**config.mk**
```make
export PLATFORM = sky130hd
export DESIGN_NAME = nib_cmd_seq
export DESIGN_NICKNAME = d
export VERILOG_FILES = /design/src/rtl/nib_cmd_pkg.sv /design/src/rtl/cmd_field_rules.sv /design/src/rtl/reply_fifo.sv /design/src/rtl/seq_parser.sv /design/src/rtl/nib_cmd_seq.sv
export SDC_FILE = /design/constraint.sdc
export NUM_CORES = 1
export LEC_CHECK = 0
export BUFFER_PORTS_ARGS = -buffer_cell sky130_fd_sc_hd__buf_4
export CAP_MARGIN = 10
export CORE_AREA = 5 5 144 146
export DETAILED_ROUTE_END_ITERATION = 7
export DIE_AREA = 0 0 149 151
export GPL_ROUTABILITY_DRIVEN = 1
export RECOVER_POWER = 100
export SLEW_MARGIN = 20
export SYNTH_ARGS = -nofsm -noshare
export SYNTH_HDL_FRONTEND = slang
export SYNTH_SLANG_ARGS = --single-unit
export TNS_END_PERCENT = 10
```
**constraint.sdc**
```tcl
create_clock -name clk -period 2.34 [get_ports clk]
set_input_delay 0.117 -clock clk [delete_from_list [all_inputs] [get_ports clk]]
set_output_delay 0.117 -clock clk [all_outputs]
set_load 0.02 [all_outputs]
```
**src/rtl/nib_cmd_pkg.sv**
```systemverilog
package nib_cmd_pkg;

    localparam int NIB_W = 4;
    localparam int BUS_W = 8;
    localparam int SEL_W = 2 * NIB_W;
    localparam int REP_W = 4 * NIB_W;
    localparam int CNT_W = 3;

    localparam logic [REP_W-1:0] ERR_REPLY = 16'h9999;

    // Header values (decoded by the host, so their encoding is fixed)
    localparam logic [NIB_W-1:0] H_REGWR = 4'h1;
    localparam logic [NIB_W-1:0] H_PORT  = 4'h2;
    localparam logic [NIB_W-1:0] H_PLAY  = 4'h4;
    localparam logic [NIB_W-1:0] H_STOP  = 4'h5;
    localparam logic [NIB_W-1:0] H_VOL   = 4'h6;
    localparam logic [NIB_W-1:0] H_STAT  = 4'h7;
    localparam logic [NIB_W-1:0] H_SLEEP = 4'h8;
    localparam logic [NIB_W-1:0] H_MDATA = 4'h9;
    localparam logic [NIB_W-1:0] H_SHIFT = 4'hA;
    localparam logic [NIB_W-1:0] H_OSC   = 4'hB;

    typedef enum logic [2:0] {
        ST_BOOT_HDR,
        ST_BOOT_ARG,
        ST_HDR,
        ST_LVL1,
        ST_LVL2
    } seq_st_t;

    typedef enum logic [1:0] {
        PM_OFF,
        PM_NIB,
        PM_WIDE
    } play_t;

    typedef struct packed {
        seq_st_t          st;
        play_t            play;
        logic [NIB_W-1:0] hdr;
        logic [SEL_W-1:0] sel;
        logic [REP_W-1:0] word;
        logic [CNT_W-1:0] left;
        logic             busy;
        logic [1:0]       osc;
        logic             init_done;
        logic             act_vld;
        logic [NIB_W-1:0] act_hdr;
        logic [SEL_W-1:0] act_sel;
        logic [REP_W-1:0] act_word;
        logic             data_vld;
        logic [BUS_W-1:0] data_val;
    } seq_regs_t;

endpackage

```
**src/rtl/cmd_field_rules.sv**
```systemverilog
module cmd_field_rules
    import nib_cmd_pkg::*;
(
    input  logic [NIB_W-1:0] hdr,
    input  logic [NIB_W-1:0] nib,
    output logic             known,
    output logic [1:0]       lvl1_len,
    output logic [CNT_W-1:0] lvl2_len,
    output logic             lvl1_ok
);

    always_comb begin
        known    = 1'b1;
        lvl1_len = 2'd1;
        lvl2_len = '0;
        lvl1_ok  = 1'b0;
        unique case (hdr)
            H_REGWR: begin
                lvl1_len = 2'd2;
                lvl2_len = CNT_W'(4);
                lvl1_ok  = 1'b1;
            end
            H_PORT:  lvl1_ok = 1'b1;
            H_MDATA: lvl1_ok = 1'b1;
            H_PLAY:  lvl1_ok = (nib >= 4'h1) && (nib <= 4'h7);
            H_STOP:  lvl1_ok = (nib >= 4'h1) && (nib <= 4'h3);
            H_SLEEP: lvl1_ok = (nib >= 4'h1) && (nib <= 4'h3);
            H_VOL:   lvl1_ok = (nib >= 4'h1) && (nib <= 4'h6);
            H_STAT:  lvl1_ok = (nib == 4'h2);
            H_OSC:   lvl1_ok = (nib == 4'h1) || (nib == 4'h2);
            H_SHIFT: begin
                lvl2_len = CNT_W'(4);
                lvl1_ok  = (nib <= 4'h2);
            end
            default: known = 1'b0;
        endcase
    end

endmodule

```
**src/rtl/reply_fifo.sv**
```systemverilog
module reply_fifo #(
    parameter int WIDTH = 16,
    parameter int DEPTH = 2
) (
    input  logic             clk,
    input  logic             rst_n,
    input  logic             push,
    input  logic [WIDTH-1:0] din,
    input  logic             pop,
    output logic             full,
    output logic             empty,
    output logic [WIDTH-1:0] head
);

    localparam int PTR_W = (DEPTH > 1) ? $clog2(DEPTH) : 1;
    localparam int CNT_W = $clog2(DEPTH + 1);
    localparam logic [PTR_W-1:0] LAST = PTR_W'(DEPTH - 1);

    logic [PTR_W-1:0] wr_d, wr_q, rd_d, rd_q;
    logic [CNT_W-1:0] cnt_d, cnt_q;
    logic             do_push, do_pop;
    logic [DEPTH-1:0][WIDTH-1:0] slots;

    assign full    = (cnt_q == CNT_W'(DEPTH));
    assign empty   = (cnt_q == '0);
    assign do_push = push && !full;
    assign do_pop  = pop && !empty;
    assign head    = slots[rd_q];

    always_comb begin
        wr_d  = wr_q;
        rd_d  = rd_q;
        cnt_d = cnt_q;
        if (do_push) wr_d = (wr_q == LAST) ? '0 : wr_q + 1'b1;
        if (do_pop)  rd_d = (rd_q == LAST) ? '0 : rd_q + 1'b1;
        if (do_push && !do_pop) cnt_d = cnt_q + 1'b1;
        if (do_pop && !do_push) cnt_d = cnt_q - 1'b1;
    end

    always_ff @(posedge clk) begin
        if (!rst_n) begin
            wr_q  <= '0;
            rd_q  <= '0;
            cnt_q <= '0;
        end else begin
            wr_q  <= wr_d;
            rd_q  <= rd_d;
            cnt_q <= cnt_d;
        end
    end

    for (genvar i = 0; i < DEPTH; i++) begin : g_slot
        logic [WIDTH-1:0] slot_q;
        always_ff @(posedge clk) begin
            if (!rst_n)
                slot_q <= '0;
            else if (do_push && (wr_q == PTR_W'(i)))
                slot_q <= din;
        end
        assign slots[i] = slot_q;
    end

endmodule

```
**src/rtl/seq_parser.sv**
```systemverilog
module seq_parser
    import nib_cmd_pkg::*;
(
    input  logic             clk,
    input  logic             rst_n,
    input  logic             xfer_vld,
    input  logic [BUS_W-1:0] xfer_bus,
    input  logic             xfer_is_data,
    input  logic             play_end,
    input  logic [REP_W-1:0] buf_need,
    input  logic             fifo_full,
    output logic             accept_req,
    output logic             push,
    output logic [REP_W-1:0] push_word,
    output logic             act_vld,
    output logic [NIB_W-1:0] act_hdr,
    output logic [SEL_W-1:0] act_sel,
    output logic [REP_W-1:0] act_word,
    output logic             data_vld,
    output logic [BUS_W-1:0] data_val,
    output logic             playing,
    output logic             wide_mode,
    output logic [1:0]       osc_mode,
    output logic             init_done
);

    seq_regs_t q, d;

    logic             take;
    logic [NIB_W-1:0] nib;
    logic [NIB_W-1:0] rule_hdr;
    logic             rule_known;
    logic [1:0]       rule_l1_len;
    logic [CNT_W-1:0] rule_l2_len;
    logic             rule_l1_ok;
    logic             finish;
    logic             abort;

    assign nib        = xfer_bus[NIB_W-1:0];
    assign accept_req = !q.busy && !fifo_full;
    assign take       = xfer_vld && accept_req;
    assign rule_hdr   = (q.st == ST_HDR) ? nib : q.hdr;

    cmd_field_rules u_rules (
        .hdr      (rule_hdr),
        .nib      (nib),
        .known    (rule_known),
        .lvl1_len (rule_l1_len),
        .lvl2_len (rule_l2_len),
        .lvl1_ok  (rule_l1_ok)
    );

    always_comb begin
        d          = q;
        d.busy     = take;
        d.act_vld  = 1'b0;
        d.data_vld = 1'b0;
        push       = 1'b0;
        push_word  = ERR_REPLY;
        finish     = 1'b0;
        abort      = 1'b0;

        if (play_end) d.play = PM_OFF;

        if (take) begin
            unique case (q.st)
                ST_BOOT_HDR: begin
                    d.st = (!xfer_is_data && nib == H_OSC) ? ST_BOOT_ARG : ST_BOOT_HDR;
                end
                ST_BOOT_ARG: begin
                    if (!xfer_is_data && (nib == 4'h1 || nib == 4'h2)) begin
                        d.st        = ST_HDR;
                        d.init_done = 1'b1;
                        d.osc       = nib[1:0];
                        d.act_vld   = 1'b1;
                        d.act_hdr   = H_OSC;
                        d.act_sel   = {{(SEL_W-NIB_W){1'b0}}, nib};
                        d.act_word  = '0;
                    end else begin
                        d.st = ST_BOOT_HDR;
                    end
                end
                ST_HDR: begin
                    if (q.play == PM_WIDE) begin
                        d.data_vld = 1'b1;
                        d.data_val = xfer_bus;
                    end else if (xfer_is_data) begin
                        d.data_vld = 1'b1;
                        d.data_val = {{(BUS_W-NIB_W){1'b0}}, nib};
                    end else if (!rule_known) begin
                        push = 1'b1;
                    end else begin
                        d.hdr  = nib;
                        d.sel  = '0;
                        d.word = '0;
                        d.left = {1'b0, rule_l1_len};
                        d.st   = ST_LVL1;
                    end
                end
                ST_LVL1: begin
                    if (xfer_is_data) begin
                        abort = 1'b1;
                    end else begin
                        d.sel = {q.sel[SEL_W-NIB_W-1:0], nib};
                        if (q.left == CNT_W'(1)) begin
                            if (!rule_l1_ok) begin
                                abort = 1'b1;
                            end else if (rule_l2_len != '0) begin
                                d.st   = ST_LVL2;
                                d.left = rule_l2_len;
                            end else begin
                                finish = 1'b1;
                            end
                        end else begin
                            d.left = q.left - 1'b1;
                        end
                    end
                end
                ST_LVL2: begin
                    if (xfer_is_data) begin
                        abort = 1'b1;
                    end else begin
                        d.word = {q.word[REP_W-NIB_W-1:0], nib};
                        if (q.left == CNT_W'(1)) finish = 1'b1;
                        else d.left = q.left - 1'b1;
                    end
                end
                default: d.st = ST_BOOT_HDR;
            endcase
        end

        if (abort) begin
            push = 1'b1;
            d.st = ST_HDR;
        end

        if (finish) begin
            d.st       = ST_HDR;
            d.act_vld  = 1'b1;
            d.act_hdr  = q.hdr;
            d.act_sel  = d.sel;
            d.act_word = d.word;
            unique case (q.hdr)
                H_PLAY: begin
                    if (d.sel[NIB_W-1:0] == 4'h2)
                        d.play = PM_WIDE;
                    else if (d.sel[NIB_W-1:0] == 4'h1 || d.sel[NIB_W-1:0] == 4'h4 ||
                             d.sel[NIB_W-1:0] == 4'h5 || d.sel[NIB_W-1:0] == 4'h6)
                        d.play = PM_NIB;
                end
                H_STOP: if (d.sel[NIB_W-1:0] == 4'h1) d.play = PM_OFF;
                H_STAT: begin
                    push      = 1'b1;
                    push_word = buf_need;
                end
                H_OSC:  d.osc = d.sel[1:0];
                default: ;
            endcase
        end
    end

    always_ff @(posedge clk) begin
        if (!rst_n) begin
            q           <= '0;
            q.st        <= ST_BOOT_HDR;
            q.play      <= PM_OFF;
        end else begin
            q <= d;
        end
    end

    assign act_vld   = q.act_vld;
    assign act_hdr   = q.act_hdr;
    assign act_sel   = q.act_sel;
    assign act_word  = q.act_word;
    assign data_vld  = q.data_vld;
    assign data_val  = q.data_val;
    assign playing   = (q.play != PM_OFF);
    assign wide_mode = (q.play == PM_WIDE);
    assign osc_mode  = q.osc;
    assign init_done = q.init_done;

endmodule

```
**src/rtl/nib_cmd_seq.sv**
```systemverilog
module nib_cmd_seq
    import nib_cmd_pkg::*;
#(
    parameter int REP_DEPTH = 2
) (
    input  logic             clk,
    input  logic             rst_n,
    input  logic             xfer_vld,
    input  logic [BUS_W-1:0] xfer_bus,
    input  logic             xfer_is_data,
    output logic             accept_req,
    input  logic             play_end,
    input  logic [REP_W-1:0] buf_need,
    output logic             act_vld,
    output logic [NIB_W-1:0] act_hdr,
    output logic [SEL_W-1:0] act_sel,
    output logic [REP_W-1:0] act_word,
    output logic             data_vld,
    output logic [BUS_W-1:0] data_val,
    output logic             playing,
    output logic             wide_mode,
    output logic [1:0]       osc_mode,
    output logic             init_done,
    output logic             rep_vld,
    output logic [REP_W-1:0] rep_word,
    input  logic             rep_pop
);

    logic             rep_push;
    logic [REP_W-1:0] rep_din;
    logic             rep_full;
    logic             rep_empty;

    seq_parser u_parser (
        .clk          (clk),
        .rst_n        (rst_n),
        .xfer_vld     (xfer_vld),
        .xfer_bus     (xfer_bus),
        .xfer_is_data (xfer_is_data),
        .play_end     (play_end),
        .buf_need     (buf_need),
        .fifo_full    (rep_full),
        .accept_req   (accept_req),
        .push         (rep_push),
        .push_word    (rep_din),
        .act_vld      (act_vld),
        .act_hdr      (act_hdr),
        .act_sel      (act_sel),
        .act_word     (act_word),
        .data_vld     (data_vld),
        .data_val     (data_val),
        .playing      (playing),
        .wide_mode    (wide_mode),
        .osc_mode     (osc_mode),
        .init_done    (init_done)
    );

    reply_fifo #(
        .WIDTH (REP_W),
        .DEPTH (REP_DEPTH)
    ) u_reply (
        .clk   (clk),
        .rst_n (rst_n),
        .push  (rep_push),
        .din   (rep_din),
        .pop   (rep_pop),
        .full  (rep_full),
        .empty (rep_empty),
        .head  (rep_word)
    );

    assign rep_vld = !rep_empty;

endmodule

```
* Yosys cells after proc, flatten, opt, wreduce, memory -nomap -nowiden *
Index checks and enable logic that the tools add are counted.

storage, ports and cells
  output and inout bits = 61
  bits of input ports = 30
  register bits after elaboration = 114
  word-level logic and storage cells = 208

operators by class
  bitwise gates (word level) = 5
  eq/ne operators = 48
  add/sub/neg operators = 5
  multiplexer cells = 76
  order comparisons = 6
  reduce and logical (&&, ||, !) cells = 47

operators with widths
  cell                                                   number
  two-way mux 27 bit                                     4
  two-way mux 16 bit                                     4
  two-way mux 32 bit                                     2
  two-way mux 41 bit                                     1
  == test 4 x 3 -> 1 bit, second input constant          10
  two-way mux 3 bit                                      13
  one-hot mux 16 bit (2 select lines)                    1
  two-way mux 29 bit                                     1
  two-way mux 9 bit                                      3
  == test 4 bit, second input constant                   6
  two-way mux 1 bit                                      24
  two-way mux 2 bit                                      12
  two-way mux 19 bit                                     1
  AND reduction 9 bit                                    2
  inequality test 4 x 1 -> 1 bit, second input constant  4
  one-hot mux 8 bit (2 select lines)                     1
  one-hot mux 3 bit (5 select lines)                     1
  logical AND 1 bit                                      13
  == test 4 x 1 -> 1 bit, second input constant          3
  == test 4 x 2 -> 1 bit, second input constant          3
  inequality test 4 x 2 -> 1 bit, second input constant  3
  AND reduction 3 bit                                    4
  nonzero test 2 bit                                     6
  inequality test 2 bit, second input constant           5
  other kinds (33)                                       60

* Longest topological paths before layout *
  word-level depth = 20
  mapped depth = 12
  gate-level depth less buffers = 12

* Hierarchy *
From an unflattened synthesis, not the netlist that was laid out.

unflattened totals
  cells, all modules = 624
  area total of the unflattened synthesis = 5,524.0 um^2

modules (own cells, without submodules)
  module           times used  area an instance (um^2)  cells an instance
  seq_parser       1           3,761.1                  431
  reply_fifo       1           1,597.8                  163
  cmd_field_rules  1           161.4                    29
  nib_cmd_seq      1           3.8                      1

* Least setup slack after synthesis *
Ideal clock, no wire load.

  kind = register -> register
  from = reg u_reply.cnt_q[1]
  to = reg u_parser.q (netlist bit u_parser.act_sel[4])
  slack = -0.076 ns
  data arrival time = 2.280 ns
  setup time = 0.136 ns
  clock period less this slack = 2.416 ns
  cell stages (with the launch flop) = 12
  required time = 2.204 ns
  path buffers = 3
  path through = dfxtp_1 -> nor2b_2 -> or2_1 -> buf_6 -> or4_4 -> nor4_4 -> a2bb2oi_2 -> and2_4 -> buf_6 -> buf_2 -> nand3_1 -> o31ai_2

on the way
  longest elaborated chain between the ends = 7
  elaborated cells on any way between the ends = 11
  those cells by class = eq/ne: 1; mux: 3; reduce/logical: 7

ends and longest elaborated chain
  what                           line              text
  start, declared                reply_fifo.sv:20  logic [CNT_W-1:0] cnt_d, cnt_q;
  start signal, assigned         reply_fifo.sv:48  cnt_q <= cnt_d;
  == test 2 bit (*)              reply_fifo.sv:24  assign full = (cnt_q == CNT_W'(DEPTH));
  logical NOT 1 bit (*)          seq_parser.sv:40  assign accept_req = !q.busy && !fifo_full;
  logical AND 1 bit (*)          seq_parser.sv:40
  logical AND 1 bit (*)          seq_parser.sv:41  assign take = xfer_vld && accept_req;
  two-way mux 1 bit              seq_parser.sv:65  if (take) begin
  nonzero test 2 bit (no line)   -
  AND reduction 3 bit (no line)  -
  end, declared                  seq_parser.sv:27  seq_regs_t q, d;

Mark *: on every way between the ends. The rest lies on a longest branch, timed or not.
A chain may end at the register's enable or synchronous reset.

* Worst setup path in the final report *
  from = reg u_parser.q[69] (netlist name)
  to = reg u_reply.g_slot[0].slot_q[4]

on the way
  longest elaborated chain between the ends = 14
  elaborated cells on any way between the ends = 43
  those cells by class = eq/ne: 11; mux: 25; reduce/logical: 7

ends and longest elaborated chain
  what                                                                            line                                                    text
  two-way mux 4 bit                                                               seq_parser.sv:42                                        assign rule_hdr = (q.st == ST_HDR) ? nib : q.hdr;
  == test 4 bit (tied with other cells)                                           cmd_field_rules.sv:17                                   unique case (hdr)
  OR reduction 3 bit (no line) (tied with other cells)                            -
  one-hot mux 1 bit (7 select lines) (tied with other cells)                      cmd_field_rules.sv:17
  two-way mux 1 bit (tied with other cells)                                       seq_parser.sv:106                                       if (!rule_l1_ok) begin
  two-way mux 1 bit, on equally long branches                                     seq_parser.sv:105, seq_parser.sv:87, seq_parser.sv:108
  two-way mux 1 bit, on equally long branches                                     seq_parser.sv:101, seq_parser.sv:84, seq_parser.sv:106
  one-hot mux 1 bit (2 select lines) (tied with other cells)                      seq_parser.sv:66                                        unique case (q.st)
  two-way mux 1 bit, on equally long branches                                     seq_parser.sv:65, seq_parser.sv:101
  two-way mux 1 bit / one-hot mux 1 bit (2 select lines) (equally long branches)  seq_parser.sv:132, seq_parser.sv:66
  two-way mux 1 bit, on equally long branches                                     seq_parser.sv:143, seq_parser.sv:65
  two-way mux 1 bit                                                               seq_parser.sv:137                                       if (finish) begin
  logical AND 1 bit                                                               reply_fifo.sv:26                                        assign do_push = push && !full;
  logical AND 1 bit                                                               reply_fifo.sv:57                                        else if (do_push && (wr_q == PTR_W'(i)))
  end signal, assigned                                                            reply_fifo.sv:58                                        slot_q <= din;
  end, declared                                                                   reply_fifo.sv:53                                        logic [WIDTH-1:0] slot_q;

Parallel ways exist; a longest one is shown, timed or not.

==> impl_results.md <==
* Yosys warns at 0
* Post-synth top area cell: dfxtp_1
* Post-synth design cell area at 0.005637 sq mm
* Hold path depth at 4
* RR Startpoint: u_parser.q[69]
* Setup WS pre-CTS at -302.6 ps
* Die Y at 151 um
* Status: finished with violations
* #FFs+latches synth at 114
* CTS tree: built
* Synthesized area per cell at 8.835 sq um
* Final WS setup at -138.7 ps
* Initial antenna violation count at 0
* Routed Antenna Nets at 0
* Area of the multi-input gates at 0.003047 sq mm
* Clk_lat worst skew at 410 ps
* Commonest cells in the netlist: 114 x dfxtp_1, 82 x nor2_1, 42 x nand3_1
* TritonRoute pass-1 iters at 5
* Kind of critical path: reg2reg
* Data arrival, critical path at 2780 ps
* Worst R2R End: u_reply.g_slot[0].slot_q[4]
* Max-Cap Viols at 0
* GPL Wtd Cong at 0.8904
* Post-layout nets at 826
* CP Max Fanout at 29
* Synth unique cells at 69
* Slew headroom at 38.08%
* Initial DRC count at 261
* Total global routing overflow at 0
* Final Max Slew Viols at 0
* Critical path launch point type: flip-flop
* Worst vdd ir at 376.6 uV
* Number of vias per cell at 4.827
* Ys async rst share at 0%
* Reg area at 0.002293 sq mm
* Port bufs at 90
* Sequential share of the synthesized area at 40.49%
* Peak Freq at 403.4 MHz
* Most frequent cell after synthesis: dfxtp_1
* Initial Util at 29.25%
* N_diodes at 0
* GRT Util Overall at 14.02%
* Site Rows at 51
* CORE AREA at 0.01927 sq mm
* Largest cells by area after synthesis: dfxtp_1 40%, nor2_1 5.5%, buf_4 5.3%
* Hold crit path type: in2reg
* Endpoints failing hold at 0
* H-Tree Depth at 4
* Drt wl/cell at 14.89 um
* Ys flop type: dfxtp_1
* Synth top area share at 40.49%
* R2R Setup Slk at -140 ps
* Root buffer cell: clkbuf_16
* Num CTS Buffers at 17
* Layout fillers at 1998
* Leakage at 3.044 nW
* Drt drc at 0
* Post-Route Setup TNS at -2836 ps
* Critical Path RT at 2640 ps
* Crit. End Element: flip-flop
* Vias in the first global route at 4898
* Hold_sp: play_end
* Post-DP HPWL at 11.27 mm
* Worst Tran Pin Value at 922.6 ps
* Worst Skew at 8.052 ps
* Fin crit period at 2479 ps
* EDFF count, synth at 0
* Synth Net Count at 671
* DIE AREA at 0.02250 sq mm
* Area Growth Syn to Fin at 40.20%
* Total Wirelength at 15.94 mm
* Vias at 5165
* First-pass GRT wire length at 25.08 mm
* Clock transition at path regs at 50 ps
* Share of cells above drive strength 1 at 32.05%
* Fin crit share at 105.9%
* Largest net degree at the start of global routing at 42
* # setup viols final at 53
* Maximum clock path buffer count at 2
* R2r worst-path depth at 10
* RSZ-0062 raised after global routing: true
* Pwr dens at 619.6 mW/mm^2
* Failing checks: negative setup slack
* Cell count after synthesis at 638
* Worst-case hold path end point: u_parser.q[73]
* # IOs at 91
* Die X at 149 um
* Clock sink count at 114
-- how the worst max path moves through the flow --
stage                   startpoint                      endpoint  slack, ps  depth (start not counted)
floorplan           u_parser.q[69]              u_reply.cnt_q[1]         -3                          9
global route        u_parser.q[69]              u_reply.cnt_q[1]       -230                         10
CTS                 u_parser.q[69]              u_reply.cnt_q[1]       -170                          9
global placement       xfer_bus[0]  u_reply.g_slot[1].slot_q[12]       -290                         10
detailed placement  u_parser.q[70]  u_reply.g_slot[1].slot_q[12]       -300                          9
finish              u_parser.q[69]   u_reply.g_slot[0].slot_q[4]       -140                         10
-- power by group --
| part | leakage [nW] | total (mW) | switching (mW) | internal, mW |
|---|---|---|---|---|
| registers | 0.922 | 1.94 | 0.000654 | 1.94 |
| logic | 1.83 | 0.224 | 0.122 | 0.102 |
| clock network | 0.294 | 2.73 | 0.894 | 1.83 |
| total | 3.04 | 4.90 | 1.02 | 3.88 |
-- cell families after synthesis --
kind of cell / synth area share, %
AOI/OAI and AO/OA: 22.46
xor gates and xnor gates: 0.7771
adders and majority gates: 0.6660
buffers and inverters: 10.19
DFF: 40.49
muxes: 4.173
and+or+nand+nor: 21.24
-- layer usage --
layer	vias up	track usage [%]	routed length, um
met5	-	0	0
met4	0	5.034	318
met3	20	3.471	706
met2	107	22.31	7435
met1	2431	18.51	7474
li1	2607	-	-
-- cell type report --
type,count,share of cell area (%)
flip-flops and latches,114,29.02
clock inverters,8,1.932
well taps,265,4.196
repair buffers,221,19.76
inverters,13,0.6175
multi-input cells,426,38.55
clock buffers,23,5.921
-- registers in the layout, summed over array words and instances, names as in the netlist --
register and count:
u_parser.act_hdr 4, u_parser.act_sel 8, u_parser.act_vld 1, u_parser.act_word 16
u_parser.data_val 8, u_parser.data_vld 1, u_parser.init_done 1, u_parser.osc_mode 2
u_parser.q 37, u_reply.cnt_q 2, u_reply.g_slot.slot_q 32, u_reply.rd_q 1
u_reply.wr_q 1
-- worst max-delay path, stage by stage (launching register included) --
cell and delay (ps):
dfxtp_4 360, or4b_4 550, o211ai_1 120, a221oi_2 100
o21a_1 220, nor3_4 210, buf_4 170, buf_4 110
o21bai_4 70, buf_12 160, o311a_1 290
-- cell usage in the layout (no fill, tap or decap), types with 3 or more instances in the layout --
| cell type | synthesis | final |
|---|---|---|
| nor2b_1 | 4 | 4 |
| mux2i_1 | 10 | 10 |
| nor3_1 | 9 | 9 |
| and2_1 | 4 | 3 |
| nor2_1 | 82 | 78 |
| or2_2 | 4 | 4 |
| o311a_1 | 13 | 13 |
| o31ai_1 | 26 | 20 |
| o21ai_0 | 14 | 12 |
| nand3_1 | 42 | 40 |
| a22oi_1 | 27 | 27 |
| bufinv_16 | 0 | 4 |
| nor2_2 | 0 | 3 |
| clkbuf_16 | 0 | 17 |
| buf_12 | 0 | 6 |
| nand4b_1 | 3 | 3 |
| buf_4 | 40 | 131 |
| a211oi_2 | 2 | 4 |
| a221oi_2 | 0 | 5 |
| buf_6 | 6 | 3 |
| a21oi_1 | 21 | 19 |
| o211ai_1 | 5 | 5 |
| a211oi_1 | 6 | 4 |
| dfxtp_2 | 0 | 6 |
| mux2_2 | 12 | 12 |
| nand2_1 | 35 | 34 |
| a31oi_1 | 4 | 4 |
| clkbuf_1 | 26 | 65 |
| inv_1 | 13 | 12 |
| dfxtp_1 | 114 | 107 |
| nand2b_1 | 22 | 21 |
| o31ai_2 | 10 | 16 |
| dlygate4sd3_1 | 0 | 19 |
-- metrics by stage --
| step | hold slack [ps] | cells | area [sq um] | power, mW | util, % |
|---|---|---|---|---|---|
| 2_1_floorplan | 277.8 | 638 | 5639 | 2.072 | - |
| 3_3_place_gp | 363.9 | 1012 | 6957 | 2.175 | 36.10 |
| 3_5_place_dp | 380.8 | 1012 | 6957 | 2.175 | 36.10 |
| 4_1_cts | 0.6390 | 1067 | 7906 | 4.945 | 41.03 |
| 5_1_grt | 7.438 | 1070 | 7903 | 5.060 | 41.01 |
| 6_report | 21.35 | 1070 | 7903 | 4.897 | 41.01 |
-- timing repair --
action | CTS | global route
gates resized for setup | 20 | 45
gates cloned | 0 | 0
hold endpoints to repair | 27 | 0
hold buffers | 19 | 0
buffers inserted | 5 | 3
pin swaps | 6 | 24
endpoints found under the setup margin | 64 | 74
No activity file was read; power rests on OpenSTA's default activity.
